File: src/rtl/rob_pkg.sv
package rob_pkg;

    typedef enum logic [1:0] {
        KIND_ALU    = 2'd0,
        KIND_STORE  = 2'd1,
        KIND_BRANCH = 2'd2
    } rob_kind_e;

    typedef struct packed {
        logic      busy;
        logic      done;
        rob_kind_e kind;
        logic      has_dest;
        logic      exc;
        logic      mispred;
    } rob_flags_t;

endpackage

File: src/rtl/rob_ptr_ctrl.sv
module rob_ptr_ctrl #(
    parameter int DEPTH = 8,
    localparam int TAG_W = $clog2(DEPTH),
    localparam int CNT_W = $clog2(DEPTH + 1)
) (
    input  logic             clk,
    input  logic             rst_n,
    input  logic             push,
    input  logic             pop,
    input  logic             squash_young,
    input  logic             squash_all,
    output logic [TAG_W-1:0] head,
    output logic [TAG_W-1:0] tail,
    output logic             full,
    output logic             empty
);
    typedef struct packed {
        logic [TAG_W-1:0] head;
        logic [TAG_W-1:0] tail;
        logic [CNT_W-1:0] count;
    } ptr_t;

    ptr_t st_d, st_q;

    function automatic logic [TAG_W-1:0] step(input logic [TAG_W-1:0] p);
        if (p == TAG_W'(DEPTH - 1)) return '0;
        return p + TAG_W'(1);
    endfunction

    always_comb begin
        st_d = st_q;
        if (squash_all) begin
            st_d.tail  = st_q.head;
            st_d.count = '0;
        end else if (squash_young) begin
            st_d.head  = step(st_q.head);
            st_d.tail  = step(st_q.head);
            st_d.count = '0;
        end else begin
            if (push) st_d.tail = step(st_q.tail);
            if (pop)  st_d.head = step(st_q.head);
            st_d.count = st_q.count + CNT_W'(push) - CNT_W'(pop);
        end
    end

    always_ff @(posedge clk or negedge rst_n) begin
        if (!rst_n) st_q <= '0;
        else        st_q <= st_d;
    end

    assign head  = st_q.head;
    assign tail  = st_q.tail;
    assign full  = (st_q.count == CNT_W'(DEPTH));
    assign empty = (st_q.count == '0);

    AST_NO_OVERFLOW: assert property (@(posedge clk) disable iff (!rst_n)
        push |-> st_q.count != CNT_W'(DEPTH));
    AST_NO_UNDERFLOW: assert property (@(posedge clk) disable iff (!rst_n)
        pop |-> st_q.count != '0);

endmodule

File: src/rtl/rob_entry_array.sv
module rob_entry_array
    import rob_pkg::*;
#(
    parameter int DEPTH  = 8,
    parameter int AREG_W = 5,
    parameter int DATA_W = 32,
    localparam int TAG_W = $clog2(DEPTH)
) (
    input  logic              clk,
    input  logic              rst_n,
    input  logic              alloc_en,
    input  logic [TAG_W-1:0]  alloc_idx,
    input  rob_kind_e         alloc_kind,
    input  logic              alloc_has_dest,
    input  logic [AREG_W-1:0] alloc_areg,
    input  logic              wb_en,
    input  logic [TAG_W-1:0]  wb_idx,
    input  logic [DATA_W-1:0] wb_value,
    input  logic              wb_exc,
    input  logic              wb_mispred,
    input  logic              free_en,
    input  logic [TAG_W-1:0]  free_idx,
    input  logic              clear_all,
    input  logic [TAG_W-1:0]  head_idx,
    output rob_flags_t        head_flags,
    output logic [AREG_W-1:0] head_areg,
    output logic [DATA_W-1:0] head_value,
    input  logic [TAG_W-1:0]  src_idx,
    output logic              src_done,
    output logic [DATA_W-1:0] src_value
);
    typedef struct packed {
        rob_flags_t        f;
        logic [AREG_W-1:0] areg;
        logic [DATA_W-1:0] val;
    } slot_t;

    slot_t slots_d [DEPTH];
    slot_t slots_q [DEPTH];

    always_comb begin
        for (int i = 0; i < DEPTH; i++) begin
            slots_d[i] = slots_q[i];
            if (clear_all) begin
                slots_d[i].f.busy = 1'b0;
            end else begin
                if (free_en && free_idx == TAG_W'(i))
                    slots_d[i].f.busy = 1'b0;
                if (wb_en && wb_idx == TAG_W'(i) && slots_q[i].f.busy) begin
                    slots_d[i].f.done    = 1'b1;
                    slots_d[i].f.exc     = wb_exc;
                    slots_d[i].f.mispred = wb_mispred;
                    slots_d[i].val       = wb_value;
                end
                if (alloc_en && alloc_idx == TAG_W'(i)) begin
                    slots_d[i].f          = '0;
                    slots_d[i].f.busy     = 1'b1;
                    slots_d[i].f.kind     = alloc_kind;
                    slots_d[i].f.has_dest = alloc_has_dest && (alloc_kind == KIND_ALU);
                    slots_d[i].areg       = alloc_areg;
                    slots_d[i].val        = '0;
                end
            end
        end
    end

    always_ff @(posedge clk or negedge rst_n) begin
        if (!rst_n) begin
            for (int i = 0; i < DEPTH; i++) slots_q[i] <= '0;
        end else begin
            for (int i = 0; i < DEPTH; i++) slots_q[i] <= slots_d[i];
        end
    end

    assign head_flags = slots_q[head_idx].f;
    assign head_areg  = slots_q[head_idx].areg;
    assign head_value = slots_q[head_idx].val;
    assign src_done   = slots_q[src_idx].f.busy && slots_q[src_idx].f.done;
    assign src_value  = slots_q[src_idx].val;

    AST_ALLOC_FREE: assert property (@(posedge clk) disable iff (!rst_n)
        alloc_en |-> !slots_q[alloc_idx].f.busy);

endmodule

File: src/rtl/rob_commit_sel.sv
module rob_commit_sel
    import rob_pkg::*;
#(
    parameter int AREG_W = 5,
    parameter int DATA_W = 32,
    parameter int TAG_W  = 3
) (
    input  logic              empty,
    input  logic [TAG_W-1:0]  head_idx,
    input  rob_flags_t        head_flags,
    input  logic [AREG_W-1:0] head_areg,
    input  logic [DATA_W-1:0] head_value,
    output logic              rf_we,
    output logic [AREG_W-1:0] rf_waddr,
    output logic [DATA_W-1:0] rf_wdata,
    output logic              st_release,
    output logic              redirect,
    output logic              exc_valid,
    output logic [TAG_W-1:0]  cm_tag,
    output logic              pop,
    output logic              squash_young,
    output logic              squash_all
);
    logic head_ready;

    always_comb begin
        head_ready   = !empty && head_flags.busy && head_flags.done;
        rf_we        = 1'b0;
        st_release   = 1'b0;
        redirect     = 1'b0;
        exc_valid    = 1'b0;
        pop          = 1'b0;
        squash_young = 1'b0;
        squash_all   = 1'b0;
        if (head_ready) begin
            if (head_flags.exc) begin
                exc_valid  = 1'b1;
                squash_all = 1'b1;
            end else begin
                pop        = 1'b1;
                rf_we      = head_flags.has_dest;
                st_release = (head_flags.kind == KIND_STORE);
                if (head_flags.kind == KIND_BRANCH && head_flags.mispred) begin
                    redirect     = 1'b1;
                    squash_young = 1'b1;
                end
            end
        end
    end

    assign rf_waddr = head_areg;
    assign rf_wdata = head_value;
    assign cm_tag   = head_idx;

endmodule

File: src/rtl/rob_core.sv
module rob_core
    import rob_pkg::*;
#(
    parameter int DEPTH  = 8,
    parameter int AREG_W = 5,
    parameter int DATA_W = 32,
    localparam int TAG_W = $clog2(DEPTH)
) (
    input  logic              clk,
    input  logic              rst_n,
    input  logic              disp_valid,
    input  logic [1:0]        disp_kind,
    input  logic              disp_has_dest,
    input  logic [AREG_W-1:0] disp_areg,
    output logic              disp_ready,
    output logic [TAG_W-1:0]  disp_tag,
    input  logic              wb_valid,
    input  logic [TAG_W-1:0]  wb_tag,
    input  logic [DATA_W-1:0] wb_value,
    input  logic              wb_exc,
    input  logic              wb_mispred,
    input  logic [TAG_W-1:0]  src_tag,
    output logic              src_done,
    output logic [DATA_W-1:0] src_value,
    output logic              rf_we,
    output logic [AREG_W-1:0] rf_waddr,
    output logic [DATA_W-1:0] rf_wdata,
    output logic              st_release,
    output logic              redirect,
    output logic              exc_valid,
    output logic [TAG_W-1:0]  cm_tag,
    output logic              full,
    output logic              empty
);
    logic              alloc_en, pop, squash_young, squash_all;
    logic [TAG_W-1:0]  head, tail;
    rob_flags_t        head_flags;
    logic [AREG_W-1:0] head_areg;
    logic [DATA_W-1:0] head_value;

    assign disp_ready = !full && !redirect && !exc_valid;
    assign alloc_en   = disp_valid && disp_ready;
    assign disp_tag   = tail;

    rob_ptr_ctrl #(.DEPTH(DEPTH)) u_ptr (
        .clk(clk), .rst_n(rst_n), .push(alloc_en), .pop(pop),
        .squash_young(squash_young), .squash_all(squash_all),
        .head(head), .tail(tail), .full(full), .empty(empty)
    );

    rob_entry_array #(.DEPTH(DEPTH), .AREG_W(AREG_W), .DATA_W(DATA_W)) u_array (
        .clk(clk), .rst_n(rst_n),
        .alloc_en(alloc_en), .alloc_idx(tail), .alloc_kind(rob_kind_e'(disp_kind)),
        .alloc_has_dest(disp_has_dest), .alloc_areg(disp_areg),
        .wb_en(wb_valid), .wb_idx(wb_tag), .wb_value(wb_value),
        .wb_exc(wb_exc), .wb_mispred(wb_mispred),
        .free_en(pop), .free_idx(head), .clear_all(squash_young || squash_all),
        .head_idx(head), .head_flags(head_flags), .head_areg(head_areg),
        .head_value(head_value),
        .src_idx(src_tag), .src_done(src_done), .src_value(src_value)
    );

    rob_commit_sel #(.AREG_W(AREG_W), .DATA_W(DATA_W), .TAG_W(TAG_W)) u_commit (
        .empty(empty), .head_idx(head), .head_flags(head_flags),
        .head_areg(head_areg), .head_value(head_value),
        .rf_we(rf_we), .rf_waddr(rf_waddr), .rf_wdata(rf_wdata),
        .st_release(st_release), .redirect(redirect), .exc_valid(exc_valid),
        .cm_tag(cm_tag), .pop(pop), .squash_young(squash_young),
        .squash_all(squash_all)
    );

    AST_FLUSH_EMPTIES: assert property (@(posedge clk) disable iff (!rst_n)
        (redirect || exc_valid) |=> empty);
    AST_EXC_NO_UPDATE: assert property (@(posedge clk) disable iff (!rst_n)
        exc_valid |-> !rf_we && !st_release);
    AST_RETIRE_NEEDS_DONE: assert property (@(posedge clk) disable iff (!rst_n)
        (rf_we || st_release) |-> head_flags.done && !empty);

endmodule

File: config.mk
export PLATFORM = sky130hd
export DESIGN_NAME = rob_core
export DESIGN_NICKNAME = d
export VERILOG_FILES = /design/src/rtl/rob_pkg.sv /design/src/rtl/rob_ptr_ctrl.sv /design/src/rtl/rob_entry_array.sv /design/src/rtl/rob_commit_sel.sv /design/src/rtl/rob_core.sv
export SDC_FILE = /design/constraint.sdc
export NUM_CORES = 1
export LEC_CHECK = 0
export BUFFER_PORTS_ARGS = -buffer_cell sky130_fd_sc_hd__buf_2
export CORE_ASPECT_RATIO = 1.25
export CORE_MARGIN = 5
export CORE_UTILIZATION = 60
export CTS_BUF_LIST = sky130_fd_sc_hd__clkbuf_8
export CTS_CLUSTER_SIZE = 8
export DETAILED_ROUTE_END_ITERATION = 10
export GPL_ROUTABILITY_DRIVEN = 0
export PLACE_DENSITY = 0.82
export SYNTH_ARGS = -nofsm -noshare
export SYNTH_HDL_FRONTEND = slang
export SYNTH_HIERARCHICAL = 1
export SYNTH_SLANG_ARGS = --single-unit
File: constraint.sdc
create_clock -name clk -period 7.18 [get_ports clk]
set_input_delay 0 -clock clk [delete_from_list [all_inputs] [get_ports clk]]
set_output_delay 0 -clock clk [all_outputs]
set_load 0.05 [all_outputs]
==> results_dict.tcl <==
set metrics [dict create \
    hp-class "in -> async" \
    synth_top_area_cell "dfrtp_1" \
    clock_skew_ns 0.04866 \
    slew_violations 0 \
    worstPathArrival_ns 5.67 \
    p_leak_nw 9.325 \
    min_period_over_period 0.7243 \
    startpoint_type "flip-flop" \
    drc 0 \
    finalPower_mw 9.982 \
    cp_slowest_cell "dfrtp_4" \
    cts_buffer_depth 3 \
    synth-edff-count 0 \
    synth.distinct_cells 61 \
    synth_cells 1266 \
    worstPathRequired_ns 7.65 \
    antenna_left 0 \
    grt_max_degree 197 \
    die_y_um 208 \
    vdd_drop_max_mv 0.4590 \
    synth_flop_cell "dfrtp_1" \
    area_growth_pct 9.282 \
    grt_overflow 0 \
    drt_iter0_markers 1445 \
    critPathCaptureType "flip-flop" \
    syn_area_sq_mm 0.01882 \
    ff2ff_path_depth 9 \
    finalInstanceArea_sq_mm 0.02056 \
    cts_sinks 362 \
    die_area_sq_mm 0.03503 \
    hold_viol 0 \
    rows 72 \
    place_inst 1634 \
    rrSetupSlack_ns 1.98 \
    critPathMaxFanout 63 \
    grt_pass1_wl_um 77180 \
    cts_made_buffers 56 \
    setup_total_negative_slack_ns 0 \
    relSlewSlack 0.2075 \
    max_cap_violations 0 \
    drt_first_pass_iters 5 \
    fin_crit_ns 5.201 \
    synthArstFlopShare 1.000 \
    io_pins 135 \
    drive_above_1_share 0.4250 \
    track_usage 0.2799 \
    cts-root-buf "clkbuf_8" \
    clk_pin_slew_worst_paths_ns 0.06 \
    routedWlPerCell_um 27.71 \
    fmax_ghz 0.1923 \
    outcome "completed" \
    setup_viol 0 \
    antenna_found_initial 2 \
    seq_area_frac_synth 0.4814 \
    tritoncts "yes" \
    tightest_slew_ns 1.189 \
    initial_core_util 0.6072 \
    syn-num-nets 1329 \
    rsz0062_at_grt "false" \
    reg2reg_to "u_array/slots_q[77]" \
    place_area_sq_mm 0.01911 \
    ys_ff_latch 362 \
    coreArea_sq_mm 0.03099 \
    die_x_um 168.4 \
    synthTopCellsByArea "dfrtp_1, mux4_2, a22o_1" \
    cp_common_cell "mux2_2" \
    r2r_start "u_ptr/head[1]" \
    insertion_delay_ns 0.63 \
    routed_via_density 7.088 \
    grt_pass1_vias 13420 \
    synth_top_area_share 0.4814 \
    critPathKind "reg -> reg" \
    p_per_area_mw_per_mm2 485.4 \
    hold_ws_ns 0.005198 \
    max_stage_delay_ns 1.02 \
    wl_um 48990 \
    port_buffers 134 \
    fin_cells 1768 \
    cts_max_level 2 \
    syn_area_per_cell_sq_um 14.86 \
    vias 12530 \
    post-dp-hpwl_um 26910 \
    fin_nets 1391 \
    path_cells "buf_4, mux4_2, mux2_2, nand2_1, nor3_2, nor4b_4, nor3b_4, and2_1, mux2_2" \
    synth-warning-count 6 \
]
per-layer routing:
metal | GRT usage | routed length, um
met5 | 0 | 12
met3 | 0.05886 | 4558
met1 | 0.3754 | 18580
met4 | 0.1036 | 1616
met2 | 0.4567 | 24230
cell families after synthesis:
kind of cell | synth area share
compound gates | 0.1529
xor+xnor | 0.0004655
simple gates | 0.02833
buf+inv | 0.05991
flops | 0.4814
mux | 0.2693
fa+ha+maj | 0.007713
synthesized netlist by cell type, types with 2 or more instances:
library cell and number:
dfrtp_1 362, a22o_1 247, mux4_2 152, mux2_2 143
buf_2 57, buf_4 49, clkbuf_1 37, buf_1 36
a22o_2 25, nand2_1 15, buf_6 13, inv_1 12
ha_1 10, a21o_1 9, and2_1 7, and3_1 6
nand4b_1 6, a311oi_4 4, a31o_2 4, nand3_1 4
nand3b_1 4, nor2_1 4, nor2b_1 4, o2bb2a_4 4
o311ai_0 4, a22oi_2 3, nand4_1 3, nor3_1 3
a311oi_1 2, and3b_1 2, and3b_2 2, and4b_1 2
mux2i_1 2, o21ai_0 2
worst max-delay path by stage:
| stage | to | startpoint | cells past startpoint | slack [ns] |
|---|---|---|---|---|
| 3_5_place_dp | u_array/slots_q[83] | u_ptr/head[1] | 9 | 2.05 |
| 2_1_floorplan | u_array/slots_q[269] | u_ptr/head[0] | 16 | 2.46 |
| 3_3_place_gp | u_array/slots_q[76] | u_ptr/head[1] | 9 | 2.17 |
| 5_1_grt | u_array/slots_q[77] | u_ptr/head[1] | 9 | 1.71 |
| 6_report | u_array/slots_q[77] | u_ptr/head[1] | 9 | 1.98 |
| 4_1_cts | u_array/slots_q[77] | u_ptr/head[1] | 9 | 2.03 |
cells in the final DEF (no fill, tap or decap), types with 4 or more instances in the layout:
| cell | instances |
|---|---|
| a311oi_4 | 4 |
| mux2_2 | 143 |
| a22o_2 | 25 |
| o2bb2a_4 | 4 |
| and2_1 | 7 |
| dfrtp_1 | 359 |
| nand4b_1 | 6 |
| o311ai_0 | 4 |
| clkbuf_8 | 67 |
| nand3b_1 | 4 |
| and3_1 | 6 |
| a31o_2 | 4 |
| buf_2 | 132 |
| nor2_1 | 4 |
| nand2_1 | 15 |
| a21o_1 | 9 |
| inv_1 | 30 |
| a22o_1 | 247 |
| dlygate4sd3_1 | 43 |
| nor2b_1 | 4 |
| ha_1 | 10 |
| buf_4 | 20 |
| nand3_1 | 4 |
| mux4_2 | 152 |
worst max-delay path, delay by kind of cell, from the launching register on:
kind,cells,cell delay (ns)
buf+inv,1,0.65
flops,1,1.02
mux,3,1.10
simple gates,5,2.19
state kept, by name, indices dropped and copies added, names as in the netlist:
signal,flops
u_array/slots_q,352
u_ptr/head,3
u_ptr/st_q,4
u_ptr/tail,3
timing repair:
action | CTS | global route
buffers inserted | 0 | 0
hold buffers | 43 | 0
gates resized for setup | 0 | 0
endpoints found under the setup margin | 0 | 0
endpoints found under the hold margin | 427 | 0
where the power goes:
part	switching, mW	internal [mW]	total, mW
Sequential	0.821	2.89	3.71
Clock	0.794	0.831	1.62
Combinational	2.47	2.18	4.65
final cells by class:
| type | count | area, sq um |
|---|---|---|
| Antenna cell | 1 | 2.502 |
| Fill cell | 2179 | 10430 |
| Timing Repair Buffer | 197 | 1276 |
| Clock buffer | 67 | 922.1 |
| Tap cell | 407 | 509.2 |
| Sequential cell | 362 | 9067 |
| Inverter | 13 | 48.80 |
| Clock inverter | 23 | 97.59 |
| Multi-Input combinational cell | 698 | 8641 |
metrics by stage:
stage	worst slack, ns	util
finish	1.979	0.6636
global route	1.708	0.6636
CTS	2.027	0.6635
detailed placement	2.054	0.6167
global placement	2.170	0.6167
floorplan	2.456	-
Note: power is estimated with default switching activity, not from simulation.
